$ cat config.mk
export PLATFORM = sky130hd
export DESIGN_NAME = tx_frame_feeder
export DESIGN_NICKNAME = d
export VERILOG_FILES = /design/src/rtl/txf_pkg.sv /design/src/rtl/txf_wr_port.sv /design/src/rtl/txf_fifo.sv /design/src/rtl/txf_seq.sv /design/src/rtl/tx_frame_feeder.sv
export SDC_FILE = /design/constraint.sdc
export NUM_CORES = 1
export LEC_CHECK = 0
export CAP_MARGIN = 20
export CORE_MARGIN = 4
export CORE_UTILIZATION = 63
export CTS_BUF_LIST = sky130_fd_sc_hd__clkbuf_8 sky130_fd_sc_hd__clkbuf_16
export DETAILED_ROUTE_END_ITERATION = 12
export DONT_BUFFER_PORTS = 1
export HOLD_SLACK_MARGIN = 0.1
export PLACE_DENSITY = 0.8
export SLEW_MARGIN = 15
export SYNTH_ARGS = -nofsm -noshare
export SYNTH_HDL_FRONTEND = slang
export SYNTH_SLANG_ARGS = --single-unit
$ cat constraint.sdc
create_clock -name clk -period 3.45 [get_ports clk]
set_input_delay 0.5175 -clock clk [delete_from_list [all_inputs] [get_ports clk]]
set_output_delay 0.5175 -clock clk [all_outputs]
set_load 0.03 [all_outputs]
$ cat src/rtl/txf_pkg.sv
package txf_pkg;
  localparam int BYTE_W = 8;
  localparam int CNT_W  = 12;
  localparam logic [7:0] ADDR_LEN_HI = 8'h1D;
  localparam logic [7:0] ADDR_LEN_LO = 8'h1E;
  localparam logic [7:0] ADDR_DATA   = 8'h1F;
  // flag vector order inside the sequencer: {start, done, refill, underrun}
  localparam int FLG_START = 3;
  localparam int FLG_DONE  = 2;
  localparam int FLG_REFIL = 1;
  localparam int FLG_UNDER = 0;
endpackage

$ cat src/rtl/txf_wr_port.sv
module txf_wr_port
  import txf_pkg::*;
(
  input  logic              clk,
  input  logic              rst_n,
  input  logic              wr_en,
  input  logic              wr_burst_start,
  input  logic [7:0]        wr_addr,
  output logic              hi_we,
  output logic              lo_we,
  output logic              data_we
);
  logic [7:0] ptr_q, ptr_d, eff_addr;
  logic       ptr_en;

  always_comb begin
    eff_addr = wr_burst_start ? wr_addr : ptr_q;
    ptr_en   = wr_en;
    ptr_d    = (eff_addr == ADDR_DATA) ? ADDR_DATA : eff_addr + 8'd1;
    hi_we    = wr_en && (eff_addr == ADDR_LEN_HI);
    lo_we    = wr_en && (eff_addr == ADDR_LEN_LO);
    data_we  = wr_en && (eff_addr == ADDR_DATA);
  end

  always_ff @(posedge clk or negedge rst_n) begin
    if (!rst_n)      ptr_q <= '0;
    else if (ptr_en) ptr_q <= ptr_d;
  end
endmodule

$ cat src/rtl/txf_fifo.sv
module txf_fifo #(
  parameter int DW    = 8,
  parameter int DEPTH = 12,
  localparam int PW   = (DEPTH > 1) ? $clog2(DEPTH) : 1,
  localparam int LW   = $clog2(DEPTH + 1)
) (
  input  logic          clk,
  input  logic          rst_n,
  input  logic          push,
  input  logic [DW-1:0] push_data,
  input  logic          pop,
  input  logic          flush,
  output logic [DW-1:0] head,
  output logic [LW-1:0] level,
  output logic          empty,
  output logic          full
);
  logic [DW-1:0] mem [DEPTH];
  logic [PW-1:0] wp_q, wp_d, rp_q, rp_d;
  logic [LW-1:0] lvl_q, lvl_d;
  logic          push_ok, pop_ok;

  function automatic logic [PW-1:0] bump(input logic [PW-1:0] p);
    return (p == PW'(DEPTH - 1)) ? '0 : p + PW'(1);
  endfunction

  always_comb begin
    empty   = (lvl_q == '0);
    full    = (lvl_q == LW'(DEPTH));
    push_ok = push && !full;
    pop_ok  = pop && !empty;
    wp_d    = push_ok ? bump(wp_q) : wp_q;
    rp_d    = pop_ok  ? bump(rp_q) : rp_q;
    lvl_d   = lvl_q + LW'(push_ok) - LW'(pop_ok);
    if (flush) begin
      wp_d  = '0;
      rp_d  = '0;
      lvl_d = '0;
    end
    head  = mem[rp_q];
    level = lvl_q;
  end

  always_ff @(posedge clk) begin
    if (push_ok) mem[wp_q] <= push_data;
  end

  always_ff @(posedge clk or negedge rst_n) begin
    if (!rst_n) begin
      wp_q  <= '0;
      rp_q  <= '0;
      lvl_q <= '0;
    end else begin
      wp_q  <= wp_d;
      rp_q  <= rp_d;
      lvl_q <= lvl_d;
    end
  end
endmodule

$ cat src/rtl/txf_seq.sv
module txf_seq
  import txf_pkg::*;
#(
  parameter int LW         = 4,
  parameter int REFILL_MIN = 5,
  parameter int LOW_MARK   = 3,
  localparam int TW        = CNT_W + 1
) (
  input  logic          clk,
  input  logic          rst_n,
  input  logic          hi_we,
  input  logic          lo_we,
  input  logic          data_we,
  input  logic [7:0]    wr_data,
  input  logic          fifo_empty,
  input  logic [LW-1:0] fifo_level,
  input  logic          out_ready,
  input  logic          sts_rd,
  output logic          run,
  output logic          push,
  output logic          pop,
  output logic          flush,
  output logic          out_last,
  output logic          out_partial,
  output logic [2:0]    out_pbits,
  output logic [3:0]    flags,
  output logic [TW-1:0] frame_len
);
  logic [7:0]    len_hi_q, len_lo_q;
  logic          len_hi_en, len_lo_en;
  logic          run_q, run_d;
  logic [TW-1:0] remain_q, remain_d;
  logic          remain_en;
  logic [3:0]    flags_q, flags_d, flag_set;
  logic          start, fire, final_beat, underrun, refill_ev;

  always_comb begin
    frame_len  = {1'b0, len_hi_q, len_lo_q[7:4]} + TW'(len_lo_q[0]);
    len_hi_en  = hi_we && !run_q;
    len_lo_en  = lo_we && !run_q;
    start      = data_we && !run_q && (frame_len != '0);
    push       = data_we && (run_q || start);
    fire       = run_q && !fifo_empty && out_ready;
    final_beat = fire && (remain_q == TW'(1));
    underrun   = run_q && fifo_empty && out_ready;
    refill_ev  = fire && !push && (fifo_level == LW'(LOW_MARK + 1))
                 && (frame_len >= TW'(REFILL_MIN));
    pop        = fire;
    flush      = final_beat || underrun;

    run_d = run_q;
    if (start)                      run_d = 1'b1;
    else if (final_beat || underrun) run_d = 1'b0;

    remain_en = start || fire;
    remain_d  = start ? frame_len : remain_q - TW'(1);

    flag_set             = '0;
    flag_set[FLG_START]  = start;
    flag_set[FLG_DONE]   = final_beat;
    flag_set[FLG_REFIL]  = refill_ev;
    flag_set[FLG_UNDER]  = underrun;
    flags_d = (sts_rd ? 4'b0 : flags_q) | flag_set;

    run         = run_q;
    flags       = flags_q;
    out_last    = run_q && !fifo_empty && (remain_q == TW'(1));
    out_partial = out_last && len_lo_q[0];
    out_pbits   = out_partial ? len_lo_q[3:1] : 3'b000;
  end

  always_ff @(posedge clk or negedge rst_n) begin
    if (!rst_n) begin
      len_hi_q <= '0;
      len_lo_q <= '0;
      run_q    <= 1'b0;
      remain_q <= '0;
      flags_q  <= '0;
    end else begin
      if (len_hi_en) len_hi_q <= wr_data;
      if (len_lo_en) len_lo_q <= wr_data;
      if (remain_en) remain_q <= remain_d;
      run_q   <= run_d;
      flags_q <= flags_d;
    end
  end
endmodule

$ cat src/rtl/tx_frame_feeder.sv
module tx_frame_feeder
  import txf_pkg::*;
#(
  parameter int FIFO_DEPTH = 12,
  parameter int REFILL_MIN = 5,
  parameter int LOW_MARK   = 3
) (
  input  logic       clk,
  input  logic       rst_n,
  input  logic       wr_en,
  input  logic       wr_burst_start,
  input  logic [7:0] wr_addr,
  input  logic [7:0] wr_data,
  input  logic       sts_rd,
  output logic [7:0] sts_data,
  output logic       irq,
  output logic       out_valid,
  input  logic       out_ready,
  output logic [7:0] out_data,
  output logic       out_last,
  output logic       out_partial,
  output logic [2:0] out_pbits
);
  localparam int LW = $clog2(FIFO_DEPTH + 1);

  logic          hi_we, lo_we, data_we;
  logic          run, push, pop, flush, fifo_empty, fifo_full;
  logic [LW-1:0] fifo_level;
  logic [3:0]    flags;
  logic [CNT_W:0] frame_len;

  txf_wr_port u_wr (
    .clk(clk), .rst_n(rst_n), .wr_en(wr_en), .wr_burst_start(wr_burst_start),
    .wr_addr(wr_addr), .hi_we(hi_we), .lo_we(lo_we), .data_we(data_we)
  );

  txf_fifo #(.DW(BYTE_W), .DEPTH(FIFO_DEPTH)) u_fifo (
    .clk(clk), .rst_n(rst_n), .push(push), .push_data(wr_data), .pop(pop),
    .flush(flush), .head(out_data), .level(fifo_level), .empty(fifo_empty),
    .full(fifo_full)
  );

  txf_seq #(.LW(LW), .REFILL_MIN(REFILL_MIN), .LOW_MARK(LOW_MARK)) u_seq (
    .clk(clk), .rst_n(rst_n), .hi_we(hi_we), .lo_we(lo_we), .data_we(data_we),
    .wr_data(wr_data), .fifo_empty(fifo_empty), .fifo_level(fifo_level),
    .out_ready(out_ready), .sts_rd(sts_rd), .run(run), .push(push), .pop(pop),
    .flush(flush), .out_last(out_last), .out_partial(out_partial),
    .out_pbits(out_pbits), .flags(flags), .frame_len(frame_len)
  );

  always_comb begin
    sts_data  = {flags, 4'b0000};
    irq       = flags[FLG_DONE] | flags[FLG_REFIL] | flags[FLG_UNDER];
    out_valid = run && !fifo_empty;
  end
endmodule

# == Word level (Yosys, flattened, before mapping) ==
# Memories as Yosys holds them, arrays and structs flattened.
# Cells that the tools add are included.
# totals
ff_bits,54
latchBits,0
mem_bits_rw,96
romBits,0
input_bits,22
out_inout_bits,23
word_cells,77
memories,1
# mem_list
memory,depth,word_bits,rd,rd_clocked_by_memory_dff,wr,line_no,rtl
u_fifo.mem,12,8,1,0,1,txf_fifo.sv:18,logic [DW-1:0] mem [DEPTH];
# op_classes
n_addsub,7
n_mul,0
n_div,0
n_lt_le_gt_ge,1
eq_ne,8
n_shift,0
mux,16
bitwise_logic,3
reduce_logical,32
# ops
op,count
$mux 4,8
$eq 8x5->1 const B,3
$logic_and 1x1->1,20
$mux 8,2
$add 12x1->13,1
$eq 13x1->1 const B,1
$ge 13x3->1 const B,1
$mux 13,1
$reduce_bool 13->1,1
$sub 13x1->13 const B,1
$eq 4x4->1 const B,3
$add 4x1->4 const B,2
$add 8x1->8 const B,1
$reduce_bool 2->1,3
$add 4x1->4,1
$eq 4x3->1 const B,1
$logic_not 1->1,4
$logic_not 4->1,1
$mux 1,4
$or 4x4->4,1
$sub 4x1->4,1
$logic_or 1x1->1,3
$mux 3,1
$or 1x1->1,2

# == Logic depth before layout (Yosys ltp) ==
# logic_depth
ltp_word,12
depth_mapped,14
depth_no_buf,12

# == Modules after synthesis ==
# From an unflattened synthesis, not the netlist that was laid out.
# unflattened
cells_unflattened,575
area_unflattened_um2,7404.6
# by_module_without_submodules
mod,instances,cells_each,area_each_um2,seq_area_each_um2
txf_fifo,1,276,4575.6,3183.1
txf_seq,1,207,2059.5,850.8
txf_wr_port,1,85,723.2,200.2
tx_frame_feeder,1,7,46.3,0.0

# == Least setup slack after synthesis ==
# OpenSTA, ideal clock, no wires.
# synth_path
path_type,reg2reg
startpoint,reg u_seq.len_lo_q[0]
endpoint,"reg u_fifo.lvl_q[2], in the netlist u_fifo.level[2]"
setup_time_ns,0.130
t_arrival_ns,2.929
required_ns,3.320
slack_ns,0.391
path_stages_with_launch,13
path_buffers,1
synth_period_minus_slack_ns,3.059
cell_sequence,dfrtp_1 -> ha_1 -> ha_1 -> and2_1 -> a311oi_1 -> a31oi_1 -> or4_4 -> o21a_4 -> buf_6 -> ha_1 -> fa_1 -> xnor2_1 -> nor2_1
# synth_via
elab_chain_len,9
# synth_rtl
element,line_no,rtl
"start, declared",txf_seq.sv:29,"logic [7:0] len_hi_q, len_lo_q;"
"start signal, assigned",txf_seq.sv:81,if (len_lo_en) len_lo_q <= wr_data;
$add 12x1->13,txf_seq.sv:38,"frame_len = {1'b0, len_hi_q, len_lo_q[7:4]} + TW'(len_lo_q[0]);"
$reduce_bool 13->1,txf_seq.sv:41,start = data_we && !run_q && (frame_len != '0);
$logic_and 1x1->1,txf_seq.sv:41,
$logic_or 1x1->1,txf_seq.sv:42,push = data_we && (run_q || start);
$logic_and 1x1->1,txf_seq.sv:42,
$logic_and 1x1->1,txf_fifo.sv:30,push_ok = push && !full;
$add 4x1->4,txf_fifo.sv:34,lvl_d = lvl_q + LW'(push_ok) - LW'(pop_ok);
$sub 4x1->4,txf_fifo.sv:34,
$mux 4,txf_fifo.sv:35,if (flush) begin
named net u_fifo.lvl_d[2],txf_fifo.sv:20,"logic [LW-1:0] lvl_q, lvl_d;"
"end signal, assigned",txf_fifo.sv:56,lvl_q <= lvl_d;
"end, declared",txf_fifo.sv:20,
# The timed path passes the listed nets, and every way through them passes these cells.
# A chain may end at the register's enable or synchronous reset.

# == Final worst setup path ==
# Same ends and word-level chain as after synthesis.

==> impl_metrics.ini <==
[synthesis]
yosysSeqAreaShare = 0.5882
synth_flop_cell = sky130_fd_sc_hd__edfxtp_1
syn_avg_cell_area_um2 = 13.74
yosys.cell_types.count = 72
ys_ff_latch = 150
synth_edf_count = 96
syn-instance-count = 524
synth_area_um2 = 7198
netlist_top_cells_area = sky130_fd_sc_hd__edfxtp_1 40%, sky130_fd_sc_hd__dfrtp_1 19%, sky130_fd_sc_hd__mux4_2 7.5%
yosysWarningCount = 0
post-synth-top-area-cell = sky130_fd_sc_hd__edfxtp_1
synth.top_cell.area_share = 0.4005
asyncSetResetFlopFracSynth = 0.3600

[cts]
cts.hold.buffers_added = 2
tritoncts = yes
post_cts_buffers = 0
clock_latency_ns = 0.42
postCtsResizedCells = 0
clock-sinks = 150
h-tree-depth = 4
cts_made_buffers = 17
clkSlewWorstSetupHoldPaths_ns = 0.06
clock-root-buffer = sky130_fd_sc_hd__clkbuf_16
worst_case_clock_buffer_depth = 2

[die]
dieHeight_um = 114.9
floorplan.rows = 38
io_pins = 45
floorplan.core_area_um2 = 11030
initial_utilization = 0.6526
dieArea_um2 = 13200
fp.dieW_um = 114.9

[job]
number_of_max_cap_violations = 0

[power]
worst_ir_drop_vdd_v = 0.0004896
power_density_nw_per_um2 = 632.3
leakagePower_nw = 3.147

[drt]
detailedRoute.firstIterationViolations = 349
wire_per_inst_um = 21.70
drc_errors = 0
vias_per_cell = 6.387
drt_first_pass_iters = 6
antenna_left = 0
drt-total-wl_um = 14930
detailroute.via_count = 4394

[final_layout]
layout_commonest_cell = sky130_fd_sc_hd__edfxtp_1
final_nets = 578
area_delta_synth_final_pct = 10.69
post-route-cell-area_um2 = 7968
diodes = 0
leading_cell_types_in_the_layout_fill_and_taps_excluded = 96 x sky130_fd_sc_hd__edfxtp_1, 53 x sky130_fd_sc_hd__dfrtp_1, 41 x sky130_fd_sc_hd__nand2_1
drive_gt1_frac = 0.1898

[sta]
setup_viol = 0
drv_slew = 0
fin_hold_ws_ns = 0.1808
setup-tns-final_ns = 0
timing.max_slew.rel_slack = 0.4987
worst_pin_slew_ns = 0.7330
final_period_minus_worst_setup_slack_ns = 3.223
finalClockSkew_ns = 0.009735
setup_repair_after_global_routing_missed_its_margin = false
fmaxAchievable_mhz = 310.3
fin_crit_sh = 0.9343
hold_viol = 0

[placement]
port-buffer-count = 0
placed_cell_area_um2 = 7350
place.gp.congestion = 0.8738
hpwl_um = 10170

[setup_path]
worst-path-max-fanout = 15
crit_start = u_seq.len_lo_q[0]
critPathRequiredTime_ns = 3.74
crit_path_end_kind = register
arrival_time_at_the_worst_endpoint_ns = 3.52
critPathLaunchType = register
timing.rr.start = u_seq.len_lo_q[0]
worst-setup-path-type = register to register

[global_routing]
grt_start_max_net_pins = 55
grt_antenna_before_repair = 0
groute.layer.met2.usage = 0.3897
gr-usage-met1 = 0.3298
first_global_vias = 4470
wire_length_of_the_first_global_routing_pass_um = 24060
gr-usage-met3 = 0.05789
globalRoute.busiestLayer = met2
overflow = 0
gr-usage-all-layers = 0.2448

[hold_path]
min-delay-path-class = input pin to register
timing.hold.worst.start = wr_en

[outcome]
run_status = finished, final reports clean
==> Yosys cell counts (all sizes together) (2+ instances only) <==
master	number
mux2	16
o21ai	20
and2	4
nor2	24
o21a	2
a31oi	3
xnor2	18
edfxtp	96
nor3	11
mux2i	25
nand3	12
nand3b	6
inv	24
nor4	3
xor2	11
a21oi	13
nand4	4
nor2b	3
or3	3
and3	21
o22ai	3
nand2	41
dfrtp	54
o31ai	2
or2	3
and4	4
buf	14
mux4	24
clkbuf	10
o31a	4
ha	19
==> final timing paths <==
check,endpoint,slack (ns),depth (start not counted)
worst min register to register,u_seq.len_lo_q[2],0.50,1
worst max-delay path,u_fifo.level[2],0.23,11
max in group asynchronous,u_fifo.rp_q[1],2.56,2
worst min-delay path,u_wr.ptr_q[7],0.18,1
min in group asynchronous,u_seq.remain_q[0],0.62,2
worst max register to register,u_fifo.level[2],0.23,11
==> layout make-up <==
| class | instances | area (um2) |
|---|---|---|
| multi-input combinational | 328 | 2744 |
| sequential | 150 | 4235 |
| timing repair buffer | 14 | 140.1 |
| clock inverter | 14 | 153.9 |
| fill | 700 | 3063 |
| tap | 140 | 175.2 |
| clock buffer | 17 | 425.4 |
| inverter | 25 | 93.84 |
==> cells by family (layout without fill, tap and decap cells) <==
| kind of cell | after synthesis | in the layout | share of synthesized area |
|---|---|---|---|
| DFF | 150 | 150 | 0.5882 |
| and+or+nand+nor | 146 | 146 | 0.1118 |
| muxes | 65 | 65 | 0.1349 |
| AOI/OAI and AO/OA | 64 | 64 | 0.06136 |
| buffers and inverters | 49 | 70 | 0.03216 |
| xor gates and xnor gates | 29 | 29 | 0.03529 |
| adders and majority gates | 20 | 20 | 0.03581 |
| other | 1 | 4 | 0.0005210 |
==> critical path: stages, from the launching register on <==
cell                       delay [ns]
sky130_fd_sc_hd__dfrtp_1         0.42
sky130_fd_sc_hd__ha_1            0.25
sky130_fd_sc_hd__ha_1            0.24
sky130_fd_sc_hd__and2_1          0.20
sky130_fd_sc_hd__a311oi_1        0.28
sky130_fd_sc_hd__a31oi_1         0.09
sky130_fd_sc_hd__or4_4           0.52
sky130_fd_sc_hd__o21a_4          0.27
sky130_fd_sc_hd__ha_1            0.22
sky130_fd_sc_hd__fa_1            0.38
sky130_fd_sc_hd__xnor2_1         0.16
sky130_fd_sc_hd__nor2_1          0.05
==> power by group <==
part | total (mW) | switching, mW | internal (mW)
registers | 2.20 | 0.160 | 2.04
clock network | 1.81 | 0.738 | 1.07
logic | 1.04 | 0.547 | 0.489
total | 5.04 | 1.45 | 3.59
==> routing by layer <==
metal / routed length (um) / vias to the layer above
li1: - / 1976
met1: 6114 / 2220
met2: 7523 / 169
met3: 986 / 29
met4: 306 / 0
met5: 0 / -
==> registers in the layout, indices dropped and copies added, names as in the netlist <==
signal and count:
u_seq.remain_q 13, u_fifo.wp_q 4, u_seq.flags 4, u_seq.len_hi_q 8
u_fifo.mem 96, u_fifo.rp_q 4, u_seq.run 1, u_seq.len_lo_q 8
u_wr.ptr_q 8, u_fifo.level 4
==> metrics by stage <==
step / utilization / power [mW] / instances / worst slack (ns)
2_1_floorplan: - / 2.996 / 527 / 0.3911
3_3_place_gp: 0.6663 / 3.198 / 655 / 0.3251
3_5_place_dp: 0.6663 / 3.241 / 655 / 0.2687
4_1_cts: 0.7222 / 5.067 / 688 / 0.2513
5_1_grt: 0.7223 / 5.273 / 688 / 0.1005
6_report: 0.7223 / 5.038 / 688 / 0.2268
(Power assumes the default switching activity.)
